$ cat src/rtl/leg_pwm_pkg.sv
package leg_pwm_pkg;

    typedef logic [5:0] gate_t;

    // Switch-state table: one complementary pair differs between adjacent levels.
    function automatic gate_t lvl_gates(input logic [1:0] lvl);
        gate_t g;
        case (lvl)
            2'd0:    g = 6'b101010;
            2'd1:    g = 6'b011010;
            2'd2:    g = 6'b010110;
            default: g = 6'b010101;
        endcase
        return g;
    endfunction

endpackage

$ cat src/rtl/leg_carrier.sv
module leg_carrier #(
    parameter int FRAC_W = 6
) (
    input  logic                clk,
    input  logic                rst_n,
    input  logic [FRAC_W+1:0]   ref_i,
    output logic [1:0]          tgt_lvl_o
);
    localparam int REF_W = FRAC_W + 2;
    localparam logic [FRAC_W-1:0] CNT_TOP  = '1;
    localparam logic [FRAC_W:0]   DUTY_FUL = {1'b1, {FRAC_W{1'b0}}};

    typedef struct packed {
        logic [FRAC_W-1:0] cnt;
        logic              up;
        logic [1:0]        lvl;
        logic [FRAC_W:0]   duty;
    } car_t;

    car_t car_d, car_q;
    logic peak;
    logic upper_sel;

    always_comb begin
        car_d = car_q;
        peak  = car_q.up && (car_q.cnt == CNT_TOP);
        // Triangle with repeated end points: every value is visited twice.
        if (car_q.up) begin
            if (car_q.cnt == CNT_TOP) car_d.up  = 1'b0;
            else                      car_d.cnt = car_q.cnt + 1'b1;
        end else begin
            if (car_q.cnt == '0)      car_d.up  = 1'b1;
            else                      car_d.cnt = car_q.cnt - 1'b1;
        end
        if (peak) begin
            if (ref_i[REF_W-1:FRAC_W] == 2'd3) begin
                car_d.lvl  = 2'd2;
                car_d.duty = DUTY_FUL;
            end else begin
                car_d.lvl  = ref_i[REF_W-1:FRAC_W];
                car_d.duty = {1'b0, ref_i[FRAC_W-1:0]};
            end
        end
        upper_sel = car_q.duty > {1'b0, car_q.cnt};
        tgt_lvl_o = car_q.lvl + {1'b0, upper_sel};
    end

    always_ff @(posedge clk) begin
        if (!rst_n) begin
            car_q.cnt  <= '0;
            car_q.up   <= 1'b1;
            car_q.lvl  <= 2'd0;
            car_q.duty <= '0;
        end else begin
            car_q <= car_d;
        end
    end

    AST_LVL_CAP: assert property (@(posedge clk) disable iff (!rst_n)
        car_q.lvl != 2'd3);

    AST_REF_HOLD: assert property (@(posedge clk) disable iff (!rst_n)
        !peak |=> ($stable(car_q.lvl) && $stable(car_q.duty)));

endmodule

$ cat src/rtl/leg_step_seq.sv
module leg_step_seq
    import leg_pwm_pkg::*;
#(
    parameter int DT_W = 4
) (
    input  logic            clk,
    input  logic            rst_n,
    input  logic [1:0]      tgt_lvl_i,
    input  logic [DT_W-1:0] dt_i,
    output logic [5:0]      gates_o
);
    localparam logic [DT_W-1:0] DT_ONE = DT_W'(1);

    typedef struct packed {
        logic [1:0]      cur;
        logic            busy;
        logic [DT_W-1:0] cnt;
        logic [1:0]      nxt;
        gate_t           gates;
    } seq_t;

    seq_t seq_d, seq_q;
    logic [1:0] step_lvl;

    always_comb begin
        seq_d    = seq_q;
        step_lvl = (tgt_lvl_i > seq_q.cur) ? seq_q.cur + 2'd1 : seq_q.cur - 2'd1;
        if (seq_q.busy) begin
            if (seq_q.cnt == DT_ONE) begin
                seq_d.busy  = 1'b0;
                seq_d.cnt   = '0;
                seq_d.cur   = seq_q.nxt;
                seq_d.gates = lvl_gates(seq_q.nxt);
            end else begin
                seq_d.cnt = seq_q.cnt - DT_ONE;
            end
        end else if (tgt_lvl_i != seq_q.cur) begin
            if (dt_i == '0) begin
                seq_d.cur   = step_lvl;
                seq_d.gates = lvl_gates(step_lvl);
            end else begin
                seq_d.busy  = 1'b1;
                seq_d.cnt   = dt_i;
                seq_d.nxt   = step_lvl;
                // Common bits survive, the toggling pair drops to both-low.
                seq_d.gates = lvl_gates(seq_q.cur) & lvl_gates(step_lvl);
            end
        end
    end

    always_ff @(posedge clk) begin
        if (!rst_n) begin
            seq_q.cur   <= 2'd0;
            seq_q.busy  <= 1'b0;
            seq_q.cnt   <= '0;
            seq_q.nxt   <= 2'd0;
            seq_q.gates <= lvl_gates(2'd0);
        end else begin
            seq_q <= seq_d;
        end
    end

    assign gates_o = seq_q.gates;

    AST_PAIR_EXCL: assert property (@(posedge clk) disable iff (!rst_n)
        !((gates_o[0] & gates_o[1]) | (gates_o[2] & gates_o[3]) | (gates_o[4] & gates_o[5])));

    AST_ONE_PAIR: assert property (@(posedge clk) disable iff (!rst_n)
        1'b1 |=> $countones({gates_o[1:0] != $past(gates_o[1:0]),
                             gates_o[3:2] != $past(gates_o[3:2]),
                             gates_o[5:4] != $past(gates_o[5:4])}) <= 1);

    AST_DT_HOLD: assert property (@(posedge clk) disable iff (!rst_n)
        (seq_q.busy && seq_q.cnt > DT_ONE) |=> (seq_q.busy && $stable(gates_o)));

    AST_ADJ_STEP: assert property (@(posedge clk) disable iff (!rst_n)
        1'b1 |=> (seq_q.cur == $past(seq_q.cur)
               || {1'b0, seq_q.cur} == {1'b0, $past(seq_q.cur)} + 3'd1
               || {1'b0, seq_q.cur} + 3'd1 == {1'b0, $past(seq_q.cur)}));

    AST_STEP_DONE: assert property (@(posedge clk) disable iff (!rst_n)
        seq_q.busy |=> (seq_q.busy || seq_q.cur == $past(seq_q.nxt)));

endmodule

$ cat src/rtl/fourlvl_leg_pwm.sv
module fourlvl_leg_pwm #(
    parameter int FRAC_W = 6,
    parameter int DT_W   = 4
) (
    input  logic              clk,
    input  logic              rst_n,
    input  logic [FRAC_W+1:0] ref_i,
    input  logic [DT_W-1:0]   dt_i,
    output logic [5:0]        sw_o
);
    logic [1:0] tgt_lvl;

    leg_carrier #(.FRAC_W(FRAC_W)) u_carrier (
        .clk       (clk),
        .rst_n     (rst_n),
        .ref_i     (ref_i),
        .tgt_lvl_o (tgt_lvl)
    );

    leg_step_seq #(.DT_W(DT_W)) u_seq (
        .clk       (clk),
        .rst_n     (rst_n),
        .tgt_lvl_i (tgt_lvl),
        .dt_i      (dt_i),
        .gates_o   (sw_o)
    );

endmodule

$ cat config.mk
export PLATFORM = sky130hd
export DESIGN_NAME = fourlvl_leg_pwm
export DESIGN_NICKNAME = d
export VERILOG_FILES = /design/src/rtl/leg_pwm_pkg.sv /design/src/rtl/leg_carrier.sv /design/src/rtl/leg_step_seq.sv /design/src/rtl/fourlvl_leg_pwm.sv
export SDC_FILE = /design/constraint.sdc
export NUM_CORES = 1
export LEC_CHECK = 0
export ABC_AREA = 1
export BUFFER_PORTS_ARGS = -buffer_cell sky130_fd_sc_hd__buf_2
export CORE_ASPECT_RATIO = 1.2
export CORE_UTILIZATION = 40
export DETAILED_ROUTE_END_ITERATION = 12
export SETUP_SLACK_MARGIN = 0.4
export SLEW_MARGIN = 15
export SYNTH_ARGS = -nofsm -noshare
export SYNTH_HDL_FRONTEND = slang
export SYNTH_SLANG_ARGS = --single-unit
export TNS_END_PERCENT = 100
$ cat constraint.sdc
create_clock -name clk -period 2.5 [get_ports clk]
set_input_delay 0.5 -clock clk [delete_from_list [all_inputs] [get_ports clk]]
set_output_delay 0.5 -clock clk [all_outputs]
set_load 0.02 [all_outputs]
==> results.md, run 1 <==
| Item | Reported | Unit |
| --- | --- | --- |
| Switching share of total power | 33.7 | % |
| Simple logic cell fraction of the synthesized area | 27.8 | % |
| Endpoint type of the worst setup path | flip-flop | - |
| Min cycle time layout | 2.52 | ns |
| Multiplexer fraction of the synthesized cell area | 0 | % |
| Initial core utilization | 42.7 | % |
| Ant. Diodes | 0 | - |
| Capture endpoint of the worst hold path | u_carrier.car_q[2]$_SDFFE_PN0P_ | - |
| Number of hold buffers added after CTS | 0 | - |
| Cell with the most instances on the worst path | nand2_2 | - |
| CTS tree | done | - |
| Class of the most critical hold timing path | in2reg | - |
| Netlist cell types | 33 | - |
| Switching pwr | 0.553 | mW |
| Relative contribution of the clock network to total power | 31.1 | % |
| Layout overhead on the synthesized area | 24.4 | % |
| Post-route core utilization | 53.1 | % |
| Portion of the post-synthesis area used by sequential elements | 30.8 | % |
| Core Rows | 27 | - |
| Global router's overall resource usage | 17.6 | % |
| Overall die area | 0.00533 | mm² |
| Clock latency on the worst-skew pair | 0.28 | ns |
| RSZ-0062 raised after global routing | true | - |
| Post-detail-place hpwl | 3210 | µm |
| Inserted Clock Buffers | 5 | - |
| Synthesized-area fraction occupied by ao, oa, aoi and oai cells | 13.4 | % |
| Post-synthesis cell count | 289 | - |
| Number of global-route vias before repair | 1661 | - |
| Number of nets in the layout | 356 | - |
| Per-cell routed wire length | 11.5 | µm |
| Startpoint of the worst-slack reg-to-reg timing path | u_carrier.car_q[11]$_SDFFE_PN0P_ | - |
| Syn Std Cell Area | 0.00202 | mm² |
| Clock tree root buffer cell | clkbuf_8 | - |
| Crit-path cells | inv_2, ha_4, inv_2, o31ai_2, nand2_1, a22oi_1, ha_2, xor2_1, ha_1, nand2_1, nand2_2, nand2_2, nand2_2, nand2_4, buf_4, o21ai_2, inv_1 | - |
| Static Leak | 1.26 | nW |
| Number of antenna violations at the first check in global routing | 0 | - |
| Post-detailed-route count of antenna-violating nets | 0 | - |
| Die Height | 79.8 | µm |
| Critical path fanouts, max | 5 | - |
| Hold wc startpoint | ref_i[2] | - |
| Number of primary I/O pins | 20 | - |
| Worst slew slack as a fraction of its limit | 77.3 | % |
| Clock transition at the register clock pins on the worst setup and hold paths after CTS | 0.07 | ns |
| Overflow left after global routing | 0 | - |
| Synth top area cells | dfxtp_1, nand2_1, ha_1, inv_1, a21oi_1 | - |
| H-tree depth | 2 | - |
| Internal cell power | 1.09 | mW |
| Ys Warns | 0 | - |
| Biggest area consumer among synthesized cells | dfxtp_1 | - |
| Transition time at the pin with the least slew margin | 0.340 | ns |
| Proportion of netlist area held by the largest area contributor | 30.8 | % |
| Number of instances on the worst hold path | 3 | - |
| Number of fillers in the final layout | 478 | - |
| Mean instance size in the synthesized netlist | 6.98 | µm² |
| Post-synthesis xor/xnor area fraction | 2.60 | % |
| Layout Cell Area excl Fill | 0.00251 | mm² |
| Power density over the cells | 654 | mW/mm² |
| Final weighted congestion of routability-driven global placement | 0.845 | - |
| Setup CP Type | reg2reg | - |
| Maximum achievable frequency | 0.397 | GHz |
| Die Wd | 66.8 | µm |
| Total setup violations reported at the end of the flow | 4 | - |
| Adder-cell share of the synthesized area | 13.4 | % |
| Relative contribution of combinational cells to total power | 32.5 | % |
| Clk sink count | 31 | - |
| Cell Count Post-Placement | 366 | - |
| Setup Skew | 0.00573 | ns |
| Cell area after placement | 0.00220 | mm² |
| Remaining DRCs | 0 | - |
| Total core area | 0.00473 | mm² |
| I/O Buffers | 19 | - |
| Length of the first detailed-routing pass in iterations | 4 | - |
| Number of buffers between clock root and the deepest sink | 2 | - |
| Total detailed-routing wirelength | 4350 | µm |
| Total count of max-transition violations in the final report | 0 | - |
| Overall via count from detail_route | 1828 | - |
| WP data required | 2.68 | ns |
| Most common library cell in the layout ignoring fill and taps | nand2_1 | - |
| Share of power burned in registers | 36.3 | % |
| Fraction of final layout cells sized beyond drive strength 1 | 28.0 | % |
| Sum of negative setup slack | -0.0373 | ns |
| Worst-case setup margin in the final layout | -0.0199 | ns |
| Worst VDD drop | 0.249 | mV |
| Endpoint of the lowest-slack register-to-register path | u_seq.seq_q[7]$_SDFFE_PN0P_ | - |
| Run status | complete, but fails checks | - |
| CP Data Arrival Time | 2.70 | ns |
| Post-layout instance count excluding filler cells | 380 | - |
| Net count after synthesis | 324 | - |
| Cells on worst reg2reg path | 17 | - |
| Flop2flop setup slack | -0.02 | ns |
| Max_cap viols | 0 | - |
| Final Total Pwr | 1.64 | mW |
| Combinational family with the most area after synthesis | simple AND/OR/NAND/NOR gates | - |
| CP max-delay cell | dfxtp_2 | - |
| Final Cycle Share | 101 | % |
| Number of flip-flops and latches in the synthesized netlist | 31 | - |
| Number of violations reported at the end of detailed-routing iteration 0 | 122 | - |
| Final count of hold timing violations | 0 | - |
| Largest net degree at the start of global routing | 14 | - |
| Global-route wire length before repair | 7130 | µm |
| Kind of start point of the critical path | flip-flop | - |
| Violations in the final reports | negative setup slack | - |
| Commonest cells after routing, fill and taps aside | nand2_1, inv_1, dfxtp_1 | - |
| Slowest cell delay on critical path | 0.33 | ns |
| Via-to-Cell Ratio | 4.81 | - |
[worst max path at each step]
stage / startpoint / slack, ns / to
after detailed placement: u_carrier.car_q[14]$_SDFFE_PN0P_ / -0.05 / u_seq.gates_o[4]$_SDFFE_PN0P_
after CTS: u_carrier.car_q[11]$_SDFFE_PN0P_ / 0.05 / u_seq.gates_o[5]$_SDFFE_PN1P_
after global routing: u_carrier.car_q[11]$_SDFFE_PN0P_ / -0.25 / u_seq.gates_o[2]$_SDFFE_PN0P_
final: u_carrier.car_q[11]$_SDFFE_PN0P_ / -0.02 / u_seq.seq_q[7]$_SDFFE_PN0P_
after global placement: u_carrier.car_q[14]$_SDFFE_PN0P_ / -0.02 / u_seq.gates_o[4]$_SDFFE_PN0P_
after floorplan: u_carrier.car_q[11]$_SDFFE_PN0P_ / 0.14 / u_seq.seq_q[13]$_SDFFE_PN0P_
[synth_stat cells]
cell type / count
buf_2: 1
o31ai_1: 1
buf_6: 1
a22oi_1: 1
nand4_1: 3
nor2_2: 1
inv_2: 1
clkbuf_1: 2
o21ai_0: 14
nor3_4: 1
buf_4: 6
a211oi_2: 1
inv_1: 43
ha_1: 20
a31oi_1: 2
or2_2: 1
o211ai_1: 1
nor3_1: 5
fa_1: 1
xnor2_1: 3
o21a_1: 1
inv_4: 1
nand2_1: 78
xor2_1: 3
nor2_1: 17
a21oi_1: 29
nand3_4: 1
nand3_1: 14
clkinv_1: 1
dfxtp_1: 31
nand2_2: 2
nand2_4: 1
nor2_8: 1
[state kept, by name, summed over array words and instances (netlist names)]
register and cells:
u_seq.gates_o 6, u_seq.seq_q 9, u_carrier.car_q 16
[power groups by stage]
stage	sequential, mW	combinational [mW]	clock [mW]
2_1_floorplan	0.594	0.366	0
3_3_place_gp	0.604	0.434	0
3_5_place_dp	0.604	0.438	0
4_1_cts	0.595	0.471	0.523
5_1_grt	0.607	0.606	0.548
6_report	0.596	0.534	0.511
[cell families after synthesis]
logic type	count (synthesis)
xor gates and xnor gates	6
buffers and inverters	56
adders and majority gates	21
AOI/OAI and AO/OA	50
DFF	31
and+or+nand+nor	125
[routing by layer]
| layer | GRT usage, % | vias up | part of all wire (%) |
|---|---|---|---|
| met5 | 0 | - | 0 |
| met3 | 3.86 | 5 | 2.7 |
| met4 | 5.96 | 0 | 0.97 |
| met1 | 21.6 | 819 | 47 |
| met2 | 29.6 | 23 | 49 |
| li1 | - | 981 | - |
[through the flow]
| step | hold WS (ns) | worst slack (ns) |
|---|---|---|
| after floorplan | 0.443 | 0.141 |
| after global placement | 0.460 | -0.0247 |
| after detailed placement | 0.463 | -0.0473 |
| after CTS | 0.456 | 0.0507 |
| after global routing | 0.473 | -0.253 |
| final | 0.460 | -0.0199 |
[critical path, delay by kind of cell (launching register included)]
| family | cells | cell delay, ns |
|---|---|---|
| compound gates | 3 | 0.48 |
| xor+xnor | 1 | 0.06 |
| fa+ha+maj | 3 | 0.78 |
| buf+inv | 4 | 0.26 |
| flops | 1 | 0.33 |
| simple gates | 6 | 0.50 |
[what timing repair did]
| action | CTS | global route |
|---|---|---|
| gates resized for setup | 20 | 21 |
| hold endpoints to repair | 0 | 0 |
| pin swaps | 4 | 14 |
| endpoints found under the setup margin | 15 | 15 |
| setup buffers | 2 | 4 |
[final cells by class]
cell class / count / area (µm²) / area share, %
multi-input cells: 202 / 1300 / 51.6
flip-flops and latches: 31 / 627 / 25.0
clock inverters: 2 / 35.0 / 1.40
well taps: 58 / 72.6 / 2.89
inverters: 46 / 178 / 7.08
repair buffers: 35 / 219 / 8.72
clock buffers: 6 / 82.6 / 3.29
Note: power is estimated with default switching activity, not from simulation.
==> run 2: changes to the inputs <==
--- a/config.mk
+++ b/config.mk
@@ -10,7 +10,6 @@
 export CORE_ASPECT_RATIO = 1.2
 export CORE_UTILIZATION = 40
 export DETAILED_ROUTE_END_ITERATION = 12
-export SETUP_SLACK_MARGIN = 0.4
 export SLEW_MARGIN = 15
 export SYNTH_ARGS = -nofsm -noshare
 export SYNTH_HDL_FRONTEND = slang
==> run 2 against run 1 <==
Net effect:
- the run now ends clean
- core utilization grew 1.0 points
- critical path depth shrank 1
- worst setup slack gained 0.027 ns
- critical endpoint is now u_seq.seq_q[8]$_SDFFE_PN0P_
- via count grew 1.5%
- design area grew 1.9%
- total power shrank 1.4%
- critical path type unchanged
- register-to-register slack gained 0.03 ns
- sequential power is essentially flat
==> results.md, run 2 (synthesis results as in run 1) <==
| Item | Reported | Unit |
| --- | --- | --- |
| Run status | complete, no violations | - |
| Remaining DRCs | 0 | - |
| Number of violations reported at the end of detailed-routing iteration 0 | 84 | - |
| Total setup violations reported at the end of the flow | 0 | - |
| Final count of hold timing violations | 0 | - |
| Most common library cell in the layout ignoring fill and taps | nand2_1 | - |
| RSZ-0062 raised after global routing | true | - |
| Total count of max-transition violations in the final report | 0 | - |
| Setup Skew | 0.00484 | ns |
| Die Height | 79.8 | µm |
| Per-cell routed wire length | 11.9 | µm |
| Inserted Clock Buffers | 5 | - |
| Switching pwr | 0.578 | mW |
| Clk sink count | 31 | - |
| Length of the first detailed-routing pass in iterations | 5 | - |
| Cell Count Post-Placement | 371 | - |
| Transition time at the pin with the least slew margin | 0.416 | ns |
| Global router's overall resource usage | 19.0 | % |
| WP data required | 2.67 | ns |
| Total detailed-routing wirelength | 4560 | µm |
| Layout Cell Area excl Fill | 0.00256 | mm² |
| Via-to-Cell Ratio | 4.86 | - |
| Share of power burned in registers | 36.9 | % |
| Worst VDD drop | 0.317 | mV |
| Register ranked first by flip-flop count | u_carrier.car_q | - |
| Setup CP Type | reg2reg | - |
| Endpoint type of the worst setup path | flip-flop | - |
| Overflow left after global routing | 0 | - |
| Final Cycle Share | 99.7 | % |
| Largest net degree at the start of global routing | 14 | - |
| Class of the most critical hold timing path | in2reg | - |
| Post-detail-place hpwl | 3330 | µm |
| Number of nets in the layout | 358 | - |
| Static Leak | 1.28 | nW |
| CTS tree | done | - |
| Kind of start point of the critical path | flip-flop | - |
| Maximum achievable frequency | 0.401 | GHz |
| Switching share of total power | 35.7 | % |
| Internal cell power | 1.04 | mW |
| Initial core utilization | 42.7 | % |
| Post-route core utilization | 54.1 | % |
| Relative contribution of the clock network to total power | 27.4 | % |
| Layout overhead on the synthesized area | 26.7 | % |
| Worst slew slack as a fraction of its limit | 72.2 | % |
| Overall die area | 0.00533 | mm² |
| Die Wd | 66.8 | µm |
| Power density over the cells | 633 | mW/mm² |
| Number of primary I/O pins | 20 | - |
| Ant. Diodes | 0 | - |
| Clock tree root buffer cell | clkbuf_8 | - |
| Core Rows | 27 | - |
| I/O Buffers | 19 | - |
| Critical path fanouts, max | 6 | - |
| Clock latency on the worst-skew pair | 0.29 | ns |
| Commonest cells after routing, fill and taps aside | nand2_1, inv_1, dfxtp_1 | - |
| Number of buffers between clock root and the deepest sink | 2 | - |
| Max reg flops | 16 | - |
| Relative contribution of combinational cells to total power | 35.6 | % |
| Max_cap viols | 0 | - |
| Final weighted congestion of routability-driven global placement | 0.862 | - |
| Post-detailed-route count of antenna-violating nets | 0 | - |
| Overall via count from detail_route | 1856 | - |
| Global-route wire length before repair | 7650 | µm |
| Post-layout instance count excluding filler cells | 382 | - |
| Clock transition at the register clock pins on the worst setup and hold paths after CTS | 0.07 | ns |
| Number of antenna violations at the first check in global routing | 0 | - |
| H-tree depth | 2 | - |
| CP Data Arrival Time | 2.66 | ns |
| Cell area after placement | 0.00223 | mm² |
| Number of global-route vias before repair | 1743 | - |
| Total core area | 0.00473 | mm² |
| Min cycle time layout | 2.49 | ns |
| Fraction of final layout cells sized beyond drive strength 1 | 30.2 | % |
run 2: power by group through the flow:
stage / sequential (mW) / combinational, mW / clock [mW]
after floorplan: 0.593 / 0.360 / 0
after global placement: 0.601 / 0.462 / 0
after detailed placement: 0.603 / 0.465 / 0
after CTS: 0.595 / 0.491 / 0.451
after global routing: 0.608 / 0.650 / 0.476
final: 0.598 / 0.577 / 0.444
run 2: layer usage:
metal	up-vias	wire length (µm)	GRT usage (%)
met2	25	2260	32.9
met5	-	0	0
met1	844	2100	22.0
met3	5	114	3.57
li1	982	-	-
met4	0	86	8.94
run 2: critical path, stage by stage (launching register included):
cell and delay, ns:
dfxtp_2 0.35, inv_2 0.05, ha_4 0.26, nand4_1 0.15
nor3_2 0.17, a22oi_2 0.10, ha_2 0.18, xor2_1 0.14
ha_1 0.34, nand2_4 0.11, nand2_8 0.12, inv_6 0.05
buf_4 0.13, nand2_2 0.05, o21ai_2 0.05, a21oi_2 0.10
nor2_1 0.04
run 2: worst paths after layout:
path	slack, ns	end	depth (start not counted)	from
setup / recovery	0.007	u_seq.seq_q[8]$_SDFFE_PN0P_	16	u_carrier.car_q[15]$_SDFFE_PN0P_
hold reg to reg	0.48	u_carrier.car_q[1]$_SDFFE_PN0P_	2	u_carrier.car_q[1]$_SDFFE_PN0P_
hold / removal	0.45	u_carrier.car_q[2]$_SDFFE_PN0P_	3	ref_i[2]
setup reg to reg	0.007	u_seq.seq_q[8]$_SDFFE_PN0P_	16	u_carrier.car_q[15]$_SDFFE_PN0P_
run 2: final cells by class:
class | instances | area, µm²
sequential | 31 | 627
timing repair buffer | 37 | 238
multi-input combinational | 202 | 1340
inverter | 46 | 178
tap | 58 | 72.6
fill | 491 | 2170
clock buffer | 8 | 100
run 2: through the flow:
| step | total power, mW | setup slack [ns] | hold WS (ns) | TNS, ns |
|---|---|---|---|---|
| final | 1.62 | 0.00747 | 0.453 | 0 |
| after global routing | 1.73 | -0.171 | 0.464 | -1.99 |
| after CTS | 1.54 | 0.000115 | 0.448 | 0 |
| after detailed placement | 1.07 | -0.111 | 0.461 | -1.12 |
| after global placement | 1.06 | -0.118 | 0.455 | -1.01 |
| after floorplan | 0.953 | 0.0103 | 0.443 | 0 |
run 2: repair_timing:
item / in CTS / in global routing
endpoints found under the setup margin: 15 / 15
hold endpoints to repair: 0 / 0
pin swaps: 5 / 17
setup buffers: 1 / 2
resized for setup: 20 / 38
hold buffers: 0 / 0
==> run 3: changes to the inputs <==
--- a/config.mk
+++ b/config.mk
@@ -6,10 +6,11 @@
 export NUM_CORES = 1
 export LEC_CHECK = 0
 export ABC_AREA = 1
-export BUFFER_PORTS_ARGS = -buffer_cell sky130_fd_sc_hd__buf_2
+export BUFFER_PORTS_ARGS = -buffer_cell sky130_fd_sc_hd__buf_4
 export CORE_ASPECT_RATIO = 1.2
 export CORE_UTILIZATION = 40
 export DETAILED_ROUTE_END_ITERATION = 12
+export RECOVER_POWER = 25
 export SLEW_MARGIN = 15
 export SYNTH_ARGS = -nofsm -noshare
 export SYNTH_HDL_FRONTEND = slang
==> run 3 against run 2 <==
Net effect:
- sequential share of layout area down 0.24 points
- total power shrank 2.8%
- hold slack improved by 0.015 ns
- largest power group unchanged
- via count up 0.43%
- clock skew up 0.0030 ns
- global-route usage fell by 0.066 points
- worst setup slack got worse by 0.0011 ns
- final cell count is the same
- non-clock buffer count did not move
- die area stayed put
- fmax about the same
==> results.md, run 3 (synthesis results as in run 1) <==
| Item | Reported | Unit |
| --- | --- | --- |
| Power density over the cells | 608 | mW/mm² |
| Endpoint type of the worst setup path | flip-flop | - |
| Inserted Clock Buffers | 5 | - |
| Die Wd | 66.8 | µm |
| Global-route wire length before repair | 7710 | µm |
| Final Cycle Share | 99.7 | % |
| Length of the first detailed-routing pass in iterations | 5 | - |
| Largest net degree at the start of global routing | 14 | - |
| WHS | 0.468 | ns |
| Max_cap viols | 0 | - |
| Clk sink count | 31 | - |
| I/O Buffers | 19 | - |
| Overall via count from detail_route | 1864 | - |
| Total setup violations reported at the end of the flow | 0 | - |
| Cell Count Post-Placement | 370 | - |
| Number of hold buffers added after CTS | 0 | - |
| Transition time at the pin with the least slew margin | 0.407 | ns |
| H-tree depth | 2 | - |
| Startpoint of the worst-slack reg-to-reg timing path | u_carrier.car_q[11]$_SDFFE_PN0P_ | - |
| Total detailed-routing wirelength | 4550 | µm |
| Number of antenna violations at the first check in global routing | 0 | - |
| Post-detailed-route count of antenna-violating nets | 0 | - |
| Initial core utilization | 42.7 | % |
| Most common library cell in the layout ignoring fill and taps | nand2_1 | - |
| Fraction of final layout cells sized beyond drive strength 1 | 28.4 | % |
| Worst setup path start | u_carrier.car_q[11]$_SDFFE_PN0P_ | - |
| Number of nets in the layout | 358 | - |
| Commonest cells after routing, fill and taps aside | nand2_1, inv_1, buf_4 | - |
| Worst slew slack as a fraction of its limit | 72.8 | % |
| Clock transition at the register clock pins on the worst setup and hold paths after CTS | 0.07 | ns |
| Die Height | 79.8 | µm |
| CP Data Arrival Time | 2.66 | ns |
| Post-detail-place hpwl | 3260 | µm |
| Sum of negative setup slack | 0 | ns |
| Kind of start point of the critical path | flip-flop | - |
| Overall die area | 0.00533 | mm² |
| Via-to-Cell Ratio | 4.88 | - |
| RSZ-0062 raised after global routing | true | - |
| Register ranked first by flip-flop count | u_carrier.car_q | - |
| Hold wc startpoint | ref_i[1] | - |
| Clock tree root buffer cell | clkbuf_8 | - |
| Overflow left after global routing | 0 | - |
| Total count of max-transition violations in the final report | 0 | - |
| Maximum achievable frequency | 0.401 | GHz |
| CTS tree | done | - |
| Setup Skew | 0.00781 | ns |
| Core Rows | 27 | - |
| Number of primary I/O pins | 20 | - |
| Min cycle time layout | 2.49 | ns |
| Number of violations reported at the end of detailed-routing iteration 0 | 64 | - |
| Setup CP Type | reg2reg | - |
| Clock latency on the worst-skew pair | 0.28 | ns |
| Post-layout instance count excluding filler cells | 382 | - |
| Worst VDD drop | 0.258 | mV |
| Number of global-route vias before repair | 1818 | - |
| Static Leak | 1.25 | nW |
| Total core area | 0.00473 | mm² |
| Max reg flops | 16 | - |
| Global router's overall resource usage | 19.0 | % |
| Class of the most critical hold timing path | in2reg | - |
| Critical path fanouts, max | 5 | - |
| Number of buffers between clock root and the deepest sink | 2 | - |
| Final weighted congestion of routability-driven global placement | 0.898 | - |
| Per-cell routed wire length | 11.9 | µm |
| Layout overhead on the synthesized area | 28.2 | % |
| WP data required | 2.66 | ns |
| Remaining DRCs | 0 | - |
| Ant. Diodes | 0 | - |
| Run status | complete, no violations | - |
| Post-route core utilization | 54.7 | % |
| Final count of hold timing violations | 0 | - |
-- run 3: cell types whose count changed in the layout (fill, tap and decap cells not counted), sizes merged --
cell | before | now
buf | 37 | 32
clkbuf | 8 | 12
clkinv | 1 | 2
-- run 3: cell type report --
type	count	area, µm²
clock inverter	1	5.00
inverter	46	185
clock buffer	7	76.3
sequential	31	628
timing repair buffer	37	270
fill	483	2140
multi-input combinational	202	1350
tap	58	72.6
-- run 3: critical path: stages (launching register included) --
cell and delay, ns:
dfxtp_2 0.34, inv_2 0.04, ha_4 0.26, inv_4 0.04
o31ai_4 0.21, nand2_1 0.08, a22oi_2 0.12, ha_2 0.19
xor2_1 0.15, ha_1 0.29, nand2_4 0.14, buf_6 0.11
nand2_2 0.06, nand2_2 0.10, inv_2 0.06, a21oi_2 0.13
nor2_1 0.06
-- run 3: layer usage --
metal	share of wire [%]	vias to the layer above	global-route usage, %	wire, µm
met5	0	-	0	0
met3	2.9	4	4.29	131
met4	1.3	0	7.66	60
met2	47	22	31.9	2150
li1	-	988	-	-
met1	49	850	22.8	2210
-- run 3: worst paths after layout --
| kind | endpoint | slack [ns] | depth (start not counted) |
|---|---|---|---|
| hold reg to reg | u_carrier.car_q[0]$_SDFFE_PN0P_ | 0.47 | 2 |
| setup reg to reg | u_seq.seq_q[10]$_SDFFE_PN0P_ | 0.006 | 16 |
| hold / removal | u_carrier.car_q[1]$_SDFFE_PN0P_ | 0.47 | 3 |
| setup / recovery | u_seq.seq_q[10]$_SDFFE_PN0P_ | 0.006 | 16 |
-- run 3: metrics by stage --
| stage | setup slack [ns] | total power [mW] | area [µm²] |
|---|---|---|---|
| after detailed placement | -0.136 | 1.09 | 2270 |
| final | 0.00640 | 1.57 | 2590 |
| after global placement | -0.111 | 1.08 | 2270 |
| after global routing | -0.146 | 1.68 | 2590 |
| after floorplan | 0.0103 | 0.953 | 2020 |
| after CTS | -0.0139 | 1.50 | 2440 |
-- run 3: where the power goes --
group | switching [mW] | internal [mW] | leakage [nW]
Clock | 0.188 | 0.195 | 0.0422
Sequential | 0.0431 | 0.555 | 0.256
Combinational | 0.345 | 0.247 | 0.953
-- run 3: repair_timing --
action                                  in CTS  in global routing
endpoints found under the setup margin      15                 15
pin swaps                                   16                 18
resized for setup                           26                 36
setup buffers                                2                  2
